## src/rtl/pmt_pkg.sv

```systemverilog
package pmt_pkg;

    typedef enum logic [1:0] {
        SP_SYS_CODE = 2'd0,
        SP_SYS_DATA = 2'd1,
        SP_USR_CODE = 2'd2,
        SP_USR_DATA = 2'd3
    } space_e;

    // Even space codes are the unmodifiable code spaces.
    function automatic logic space_is_code(input logic lsb);
        return ~lsb;
    endfunction

endpackage

```

## src/rtl/pmt_map_bank.sv

```systemverilog
module pmt_map_bank #(
    parameter int VPN_W = 6,
    parameter int PPN_W = 8
) (
    input  logic             clk,
    input  logic             rst_n,
    input  logic             wr_en,
    input  logic [VPN_W-1:0] wr_idx,
    input  logic [PPN_W-1:0] wr_ppn,
    input  logic             wr_present,
    input  logic [VPN_W-1:0] rd_idx,
    output logic [PPN_W-1:0] rd_ppn,
    output logic             rd_present
);
    localparam int ENTRIES = 1 << VPN_W;

    typedef struct packed {
        logic             present;
        logic [PPN_W-1:0] ppn;
    } entry_t;

    entry_t tbl_d [ENTRIES];
    entry_t tbl_q [ENTRIES];

    always_comb begin
        tbl_d = tbl_q;
        if (wr_en) begin
            tbl_d[wr_idx].present = wr_present;
            tbl_d[wr_idx].ppn     = wr_ppn;
        end
    end

    always_ff @(posedge clk or negedge rst_n) begin
        if (!rst_n) begin
            for (int i = 0; i < ENTRIES; i++) begin
                tbl_q[i] <= '0;
            end
        end else begin
            tbl_q <= tbl_d;
        end
    end

    assign rd_ppn     = tbl_q[rd_idx].ppn;
    assign rd_present = tbl_q[rd_idx].present;

endmodule

```

## src/rtl/pmt_resolve.sv

```systemverilog
module pmt_resolve #(
    parameter int PPN_W = 8,
    parameter int OFF_W = 10
) (
    input  logic                   clk,
    input  logic                   rst_n,
    input  logic                   req,
    input  logic                   code_space,
    input  logic                   write,
    input  logic                   present,
    input  logic [PPN_W-1:0]       ppn,
    input  logic [OFF_W-1:0]       offset,
    output logic [PPN_W+OFF_W-1:0] pa,
    output logic                   valid,
    output logic                   pfault,
    output logic                   wfault
);
    localparam int PA_W = PPN_W + OFF_W;

    typedef struct packed {
        logic [PA_W-1:0] pa;
        logic            valid;
        logic            pfault;
        logic            wfault;
    } res_t;

    res_t res_d;
    res_t res_q;
    logic protect;

    always_comb begin
        protect      = code_space & write;
        res_d        = res_q;
        res_d.valid  = 1'b0;
        res_d.pfault = 1'b0;
        res_d.wfault = 1'b0;
        if (req) begin
            res_d.pa     = {ppn, offset};
            res_d.wfault = protect;
            res_d.pfault = ~protect & ~present;
            res_d.valid  = ~protect & present;
        end
    end

    always_ff @(posedge clk or negedge rst_n) begin
        if (!rst_n) begin
            res_q <= '0;
        end else begin
            res_q <= res_d;
        end
    end

    assign pa     = res_q.pa;
    assign valid  = res_q.valid;
    assign pfault = res_q.pfault;
    assign wfault = res_q.wfault;

endmodule

```

## src/rtl/page_map_xlate.sv

```systemverilog
module page_map_xlate #(
    parameter int SPACE_W = 2,
    parameter int VA_W    = 16,
    parameter int OFF_W   = 10,
    parameter int PPN_W   = 8,
    localparam int VPN_W  = VA_W - OFF_W,
    localparam int PA_W   = PPN_W + OFF_W
) (
    input  logic               clk,
    input  logic               rst_n,
    input  logic               req_i,
    input  logic [SPACE_W-1:0] space_i,
    input  logic [VA_W-1:0]    vaddr_i,
    input  logic               write_i,
    input  logic               ld_en_i,
    input  logic [SPACE_W-1:0] ld_space_i,
    input  logic [VPN_W-1:0]   ld_index_i,
    input  logic [PPN_W-1:0]   ld_ppn_i,
    input  logic               ld_present_i,
    output logic [PA_W-1:0]    pa_o,
    output logic               valid_o,
    output logic               pfault_o,
    output logic               wfault_o
);
    localparam int NUM_SPACES = 1 << SPACE_W;

    logic [PPN_W-1:0] bank_ppn  [NUM_SPACES];
    logic             bank_pres [NUM_SPACES];
    logic [VPN_W-1:0] vpn;

    assign vpn = vaddr_i[VA_W-1:OFF_W];

    for (genvar s = 0; s < NUM_SPACES; s++) begin : g_space
        pmt_map_bank #(
            .VPN_W (VPN_W),
            .PPN_W (PPN_W)
        ) u_bank (
            .clk        (clk),
            .rst_n      (rst_n),
            .wr_en      (ld_en_i && (ld_space_i == SPACE_W'(s))),
            .wr_idx     (ld_index_i),
            .wr_ppn     (ld_ppn_i),
            .wr_present (ld_present_i),
            .rd_idx     (vpn),
            .rd_ppn     (bank_ppn[s]),
            .rd_present (bank_pres[s])
        );
    end

    pmt_resolve #(
        .PPN_W (PPN_W),
        .OFF_W (OFF_W)
    ) u_resolve (
        .clk        (clk),
        .rst_n      (rst_n),
        .req        (req_i),
        .code_space (pmt_pkg::space_is_code(space_i[0])),
        .write      (write_i),
        .present    (bank_pres[space_i]),
        .ppn        (bank_ppn[space_i]),
        .offset     (vaddr_i[OFF_W-1:0]),
        .pa         (pa_o),
        .valid      (valid_o),
        .pfault     (pfault_o),
        .wfault     (wfault_o)
    );

endmodule

```

## config.mk

```make
export PLATFORM = sky130hd
export DESIGN_NAME = page_map_xlate
export DESIGN_NICKNAME = d
export VERILOG_FILES = /design/src/rtl/pmt_pkg.sv /design/src/rtl/pmt_map_bank.sv /design/src/rtl/pmt_resolve.sv /design/src/rtl/page_map_xlate.sv
export SDC_FILE = /design/constraint.sdc
export NUM_CORES = 2
export LEC_CHECK = 0
export CORE_ASPECT_RATIO = 0.75
export CORE_MARGIN = 10
export CORE_UTILIZATION = 55
export DETAILED_ROUTE_END_ITERATION = 6
export GPL_TIMING_DRIVEN = 0
export PLACE_DENSITY = 0.71
export SLEW_MARGIN = 25
export SYNTH_ARGS = -nofsm -noshare
export SYNTH_HDL_FRONTEND = slang
export SYNTH_SLANG_ARGS = --single-unit
```

## constraint.sdc

```tcl
create_clock -name clk -period 4.4 [get_ports clk]
set_input_delay 0.88 -clock clk [delete_from_list [all_inputs] [get_ports clk]]
set_output_delay 0.88 -clock clk [all_outputs]
set_load 0.005 [all_outputs]
```

# --- Word level (Yosys, flattened, before mapping) ---
# Index checks and enable logic that the tools add are counted.
# W data, S select, Z words.
totals:
  reg_bits: 2325
  input_bits: 40
  word_cells: 569
op_classes:
  reduce_logical: 6
  bitwise: 9
  order_cmp: 4
  eq_ne: 3
  mux: 31
op_table:
  columns: ["cell", "count"]
  rows:
  - ["$bwmux W576", 8]
  - ["$bmux W9 S6", 4]
  - ["$demux W9 S6", 2]
  - ["$mux W9", 9]
  - ["$mux W8", 3]
  - ["$bmux W8 S2", 1]
  - ["$ge A7 B7 Y1 const B", 2]
  - ["$not A6 Y7", 2]
  - ["$lt A7 B1 Y1 const B", 1]
  - ["$logic_and A1 B1 Y1", 5]
  - ["$eq A2 B2 Y1 const B", 2]
  - ["$and A1 B1 Y1", 3]
  - ["$ge A3 B3 Y1 const B", 1]
  - ["$mux W3", 1]
  - ["$not A1 Y1", 3]
  - ["$not A2 Y3", 1]
  - ["$bmux W1 S2", 1]
  - ["$eq A2 B1 Y1 const B", 1]
  - ["$logic_not A2 Y1", 1]
  - ["$mux W1", 2]

# --- Logic depth before layout (Yosys ltp) ---
depth:
  word_depth: 10
  depth_mapped: 12
  mapped_depth_nobuf: 7

# --- Cells and area by module ---
# From an unflattened synthesis, not the netlist that was laid out.
hier_totals:
  cells_unflattened: 6770
  area_unflattened_um2: 106624.8
modules_own_cells:
  columns: ["mod", "cells_each", "area_each_um2", "n_inst", "seq_area_each_um2"]
  rows:
  - ["pmt_map_bank", 1677, 26380.3, 4, 14413.8]
  - ["pmt_resolve", 46, 849.6, 1, 525.5]
  - ["page_map_xlate", 16, 254.0, 1, 0.0]

# --- Worst setup path after synthesis ---
# OpenSTA, ideal clock, no wires.
synth_path:
  path_kind: "in2reg"
  start: "in vaddr_i[10]"
  end: "reg u_resolve.res_q (netlist bit u_resolve.pa[15])"
  arrival_time_ps: 2724
  path_slack_ps: 1549
  required_ps: 4273
  path_stages: 10
  setup_ps: 127
  path_cell_list: "buf_6 buf_6 buf_4 buf_4 mux4_2 a22oi_1 nand3_1 a31oi_1 a2bb2oi_2 o41ai_2"
synth_between:
  elab_chain_cells: 7
  elab_cells_between_ends: 16
synth_rtl:
  columns: ["element", "line_no", "text"]
  rows:
  - ["from (decl)", "page_map_xlate.sv:13", "input logic [VA_W-1:0] vaddr_i,"]
  - ["$not A6 Y7 (not written as such) *", "pmt_map_bank.sv:43", "assign rd_ppn = tbl_q[rd_idx].ppn;"]
  - ["$bmux W9 S6", "pmt_map_bank.sv:43", null]
  - ["$mux W9 (not written as such) (2 in a row)", "pmt_map_bank.sv:43", null]
  - ["$bmux W8 S2 *", "page_map_xlate.sv:60", ".ppn (bank_ppn[space_i]),"]
  - ["$mux W8 (not written as such) * (2 in a row)", "page_map_xlate.sv:60", null]
  - ["to (signal assigned)", "pmt_resolve.sv:49", "res_q <= res_d;"]
  - ["to (decl)", "pmt_resolve.sv:28", "res_t res_q;"]
# Mark *: on every way between the ends. The rest lies on a longest branch, timed or not. The select of a mux whose other input is x is not followed.
# A chain may end at the register's enable or synchronous reset.

# --- Final worst setup path ---
layout_path:
  start: "in vaddr_i[11]"
  end: "reg u_resolve.res_q (netlist bit u_resolve.pa[12])"
# The elaborated chain is that of the path after synthesis.

==> metrics.md <==
| Metric | Value |
|---|---|
| Core area | 192000 um2 |
| Std-Cell Rows | roughly 140 |
| Final Critical Period | 4.70 ns |
| Hold depth | 1 |
| Worst r2r src | g_space[3].u_bank.tbl_q[161] |
| CTS HTree Levels | 4 |
| CTS buffer count | 232 |
| Clock Latency Late Sink | 0.95 ns |
| CP Launch Type | input port |
| Die footprint | 211000 um2 |
| Flops & latches, synth | 2325 |
| Reg2reg end | u_resolve.pfault |
| Post-synthesis sequential area ratio | a little over half |
| DP Worst Slack | -2.57 ns |
| Reg clk slew, reported paths | 0.07 ns |
| HPWL after detailed placement | 366000 um |
| CP endpoint kind | register |
| Min-delay src | g_space[1].u_bank.tbl_q[126] |
| Final ANT Viol Nets | 0 |
| Post-Syn Instances | 7051 |
| Met1 usage | 61.7% |
| CTS tree | yes |
| Count leader, synth | mux2_2 |
| Starting Density | a little under three fifths |
| Top_reg_cell synth | dfrtp_1 |
| Asr flop ratio synth | 100% |
| Post-synth EDFFs | 0 |
| Fin util | between 60% and 70% |
| Slowest CP cell | nand4_1 |
| Gr ovfl total | 0 |
| Syn-to-layout area delta | 13.2% |
| Reg2reg path depth | 7 |
| Worst Skew | 0.0566 ns |
| Fmax | 213 MHz |
| VDD IR max | 0.338 mV |
| CTS Buffer Depth | 4 |
| Largest net degree at the start of global routing | 143 |
| Synth Cell Area | 106000 um2 |
| Most used routing layer | met1 |
| PortBufs | 45 |
| Root buf cell | clkbuf_16 |
| Fin. Hold Viols | 0 |
| Leak pwr | 57.3 nW |
| Failing checks | setup timing |
| Fin nets | about 7400 |
| Gpl congestion | 1.12 |
| Max-Cap Viols | 0 |
| Setup WS post-layout | -0.298 ns |
| Post-synth top cells | 2328 x mux2_2, 2325 x dfrtp_1, 371 x mux4_2 |
| Synth unique cells | 70 |
| Most common cell on crit path | buf_4 |
| WP buf/inv | 6 |
| Max Fanout on Critical Path | 12 |
| Synth warn | 0 |
| Worst Tran Pin Value | roughly 1.4 ns |
| Initial antenna violation count | 82 |
| Syn avg cell area | between 15 and 20 um2 |
| Synth top area share | 54.7% |
| Total Power | 49.8 mW |
| Routed vias | 76058 |
| Delay of the slowest critical-path stage | around 0.6 ns |
| Number of global-route vias before repair | 71357 |
| WHS Endpoint | g_space[1].u_bank.tbl_q[126] |
| Final-report max-slew violation count | 0 |
| Outcome | finished with violations |
| Final setup viols | 62 |
| Arrival time at the worst endpoint | 5.49 ns |
| CTS sink cnt | approximately 2300 |
| Cell family with most CP delay | buffers and inverters |
| WL/cell | 50.0 um |
| Slew Limit Headroom | 5.75% |
| M3 GR Usage | approximately a third |
| 1st-pass router iterations | 6 |
| Share of cells above drive strength 1 | 48.0% |
| Hold_ws | 0.501 ns |
| Final Cycle Share | 107% |
| Synth top area cells | dfrtp_1 55%, mux2_2 25%, mux4_2 7.9% |
| DRC violations left | 0 |
| Cell taking the most area after synthesis | dfrtp_1 |
| PwrDens | about 410 nW/um2 |
| Worst path cell trace | clkdlybuf4s15_2 -> buf_4 -> buf_4 -> buf_4 -> buf_8 -> buf_4 -> mux2i_1 -> o22ai_1 -> nor2_1 -> a22oi_1 -> nand4_1 -> o311ai_1 |
| First-pass GRT wire length | 666000 um |
| DRT iter0 DRCs | 12892 |
| Net count after synthesis | slightly above 7000 |
| Setup CP Type | input port to register |
| Die Height | 401 um |
| Die W | roughly 530 um |
| Total GRT Usage | between 40% and 50% |
| Io pins | 61 |
| Final wirelength | 509000 um |
| Worst Hold Class | register to register |
| Routing usage on met2 | 56.4% |
| Req. time, crit path | between 5 and 6 ns |
| Vias per inst | 7.47 |
| Register-to-register setup slack | 1.34 ns |
worst register-to-register path: stages (launching register included):
cell	delay, ns
dfrtp_1	0.43
mux4_2	0.48
mux2_2	0.28
a32o_1	0.30
a221oi_1	0.68
a21oi_1	0.10
o221ai_1	0.45
nor2b_1	0.21
cells in the final DEF (no fill, tap or decap), types with 34 or more instances in the layout:
cell,synthesis,layout
nor2_2,50,141
mux2i_1,331,331
clkbuf_2,0,91
diode_2,0,53
nand3_1,69,68
buf_6,37,66
buf_4,34,65
a22oi_1,83,83
nor2_1,169,78
a211oi_1,68,59
buf_16,0,34
clkinv_2,0,47
clkbuf_1,352,291
nand2_1,217,216
clkbuf_8,0,66
mux4_1,41,41
clkdlybuf4s50_1,0,42
o22ai_1,121,121
buf_2,70,37
o221ai_1,65,64
mux2_2,2328,2328
mux4_2,371,371
dfrtp_1,2325,2325
a21oi_1,54,49
clkbuf_16,0,234
report_power, final:
part | switching, mW | leakage, nW | total, mW | internal [mW]
Sequential | 0.588 | 32.0 | 23.0 | 22.4
Clock | 9.09 | 3.94 | 21.2 | 12.1
Combinational | 3.73 | 21.3 | 5.55 | 1.82
Total | 13.4 | 57.3 | 49.8 | 36.4
cells by family after synthesis:
family                 share of synthesized area, %
and+or+nand+nor                                2.72
muxes                                          36.7
buffers and inverters                          2.63
DFF                                            54.7
AOI/OAI and AO/OA                              3.26
per-layer routing:
metal | vias up | wire (um)
li1 | 27168 | -
met1 | 40672 | 192000
met2 | 6689 | 185000
met3 | 1471 | 94600
met4 | 58 | 36300
met5 | - | 2090
cell type report:
type | count | area [um2]
fillers | 14322 | 71500
flip-flops and latches | 2325 | 58200
multi-input cells | 4186 | 45900
clock buffers | 337 | 6900
well taps | 2538 | 3180
plain buffers | 532 | 3080
repair buffers | 119 | 1900
clock inverters | 81 | 1040
diodes | 53 | 133
inverters | 8 | 30.0
repair_timing:
item	in CTS	in global routing
cloned	0	0
setup buffers	1	1
gates resized for setup	97	20
hold endpoints to repair	102	0
endpoints found under the setup margin	10	7
pin swaps	3	5
hold buffers	1	0
worst max-delay path by stage:
stage | start | endpoint | slack (ns) | cells after the start
floorplan | vaddr_i[10] | u_resolve.pa[15] | 1.55 | 10
global placement | rst_n | g_space[0].u_bank.tbl_q[547] | -101.56 | 1
detailed placement | vaddr_i[11] | u_resolve.pa[10] | -2.57 | 11
CTS | vaddr_i[11] | u_resolve.pa[12] | 0.06 | 11
global route | vaddr_i[11] | u_resolve.pa[12] | -0.01 | 11
finish | vaddr_i[11] | u_resolve.pa[12] | -0.30 | 12
through the flow:
stage	std cells	area, um2	TNS (ns)
global route	10134	120000	-0.0126
floorplan	7051	106000	0
global placement	9634	110000	-
CTS	10125	120000	0
finish	10179	120000	-5.00
detailed placement	9705	112000	-153.36
flip-flops by register name (all words and copies together), names as in the netlist:
signal,cells
u_resolve.pfault,1
u_resolve.valid,1
u_resolve.wfault,1
g_space.u_bank.tbl_q,2304
u_resolve.pa,18
Note: power is estimated with default switching activity, not from simulation.
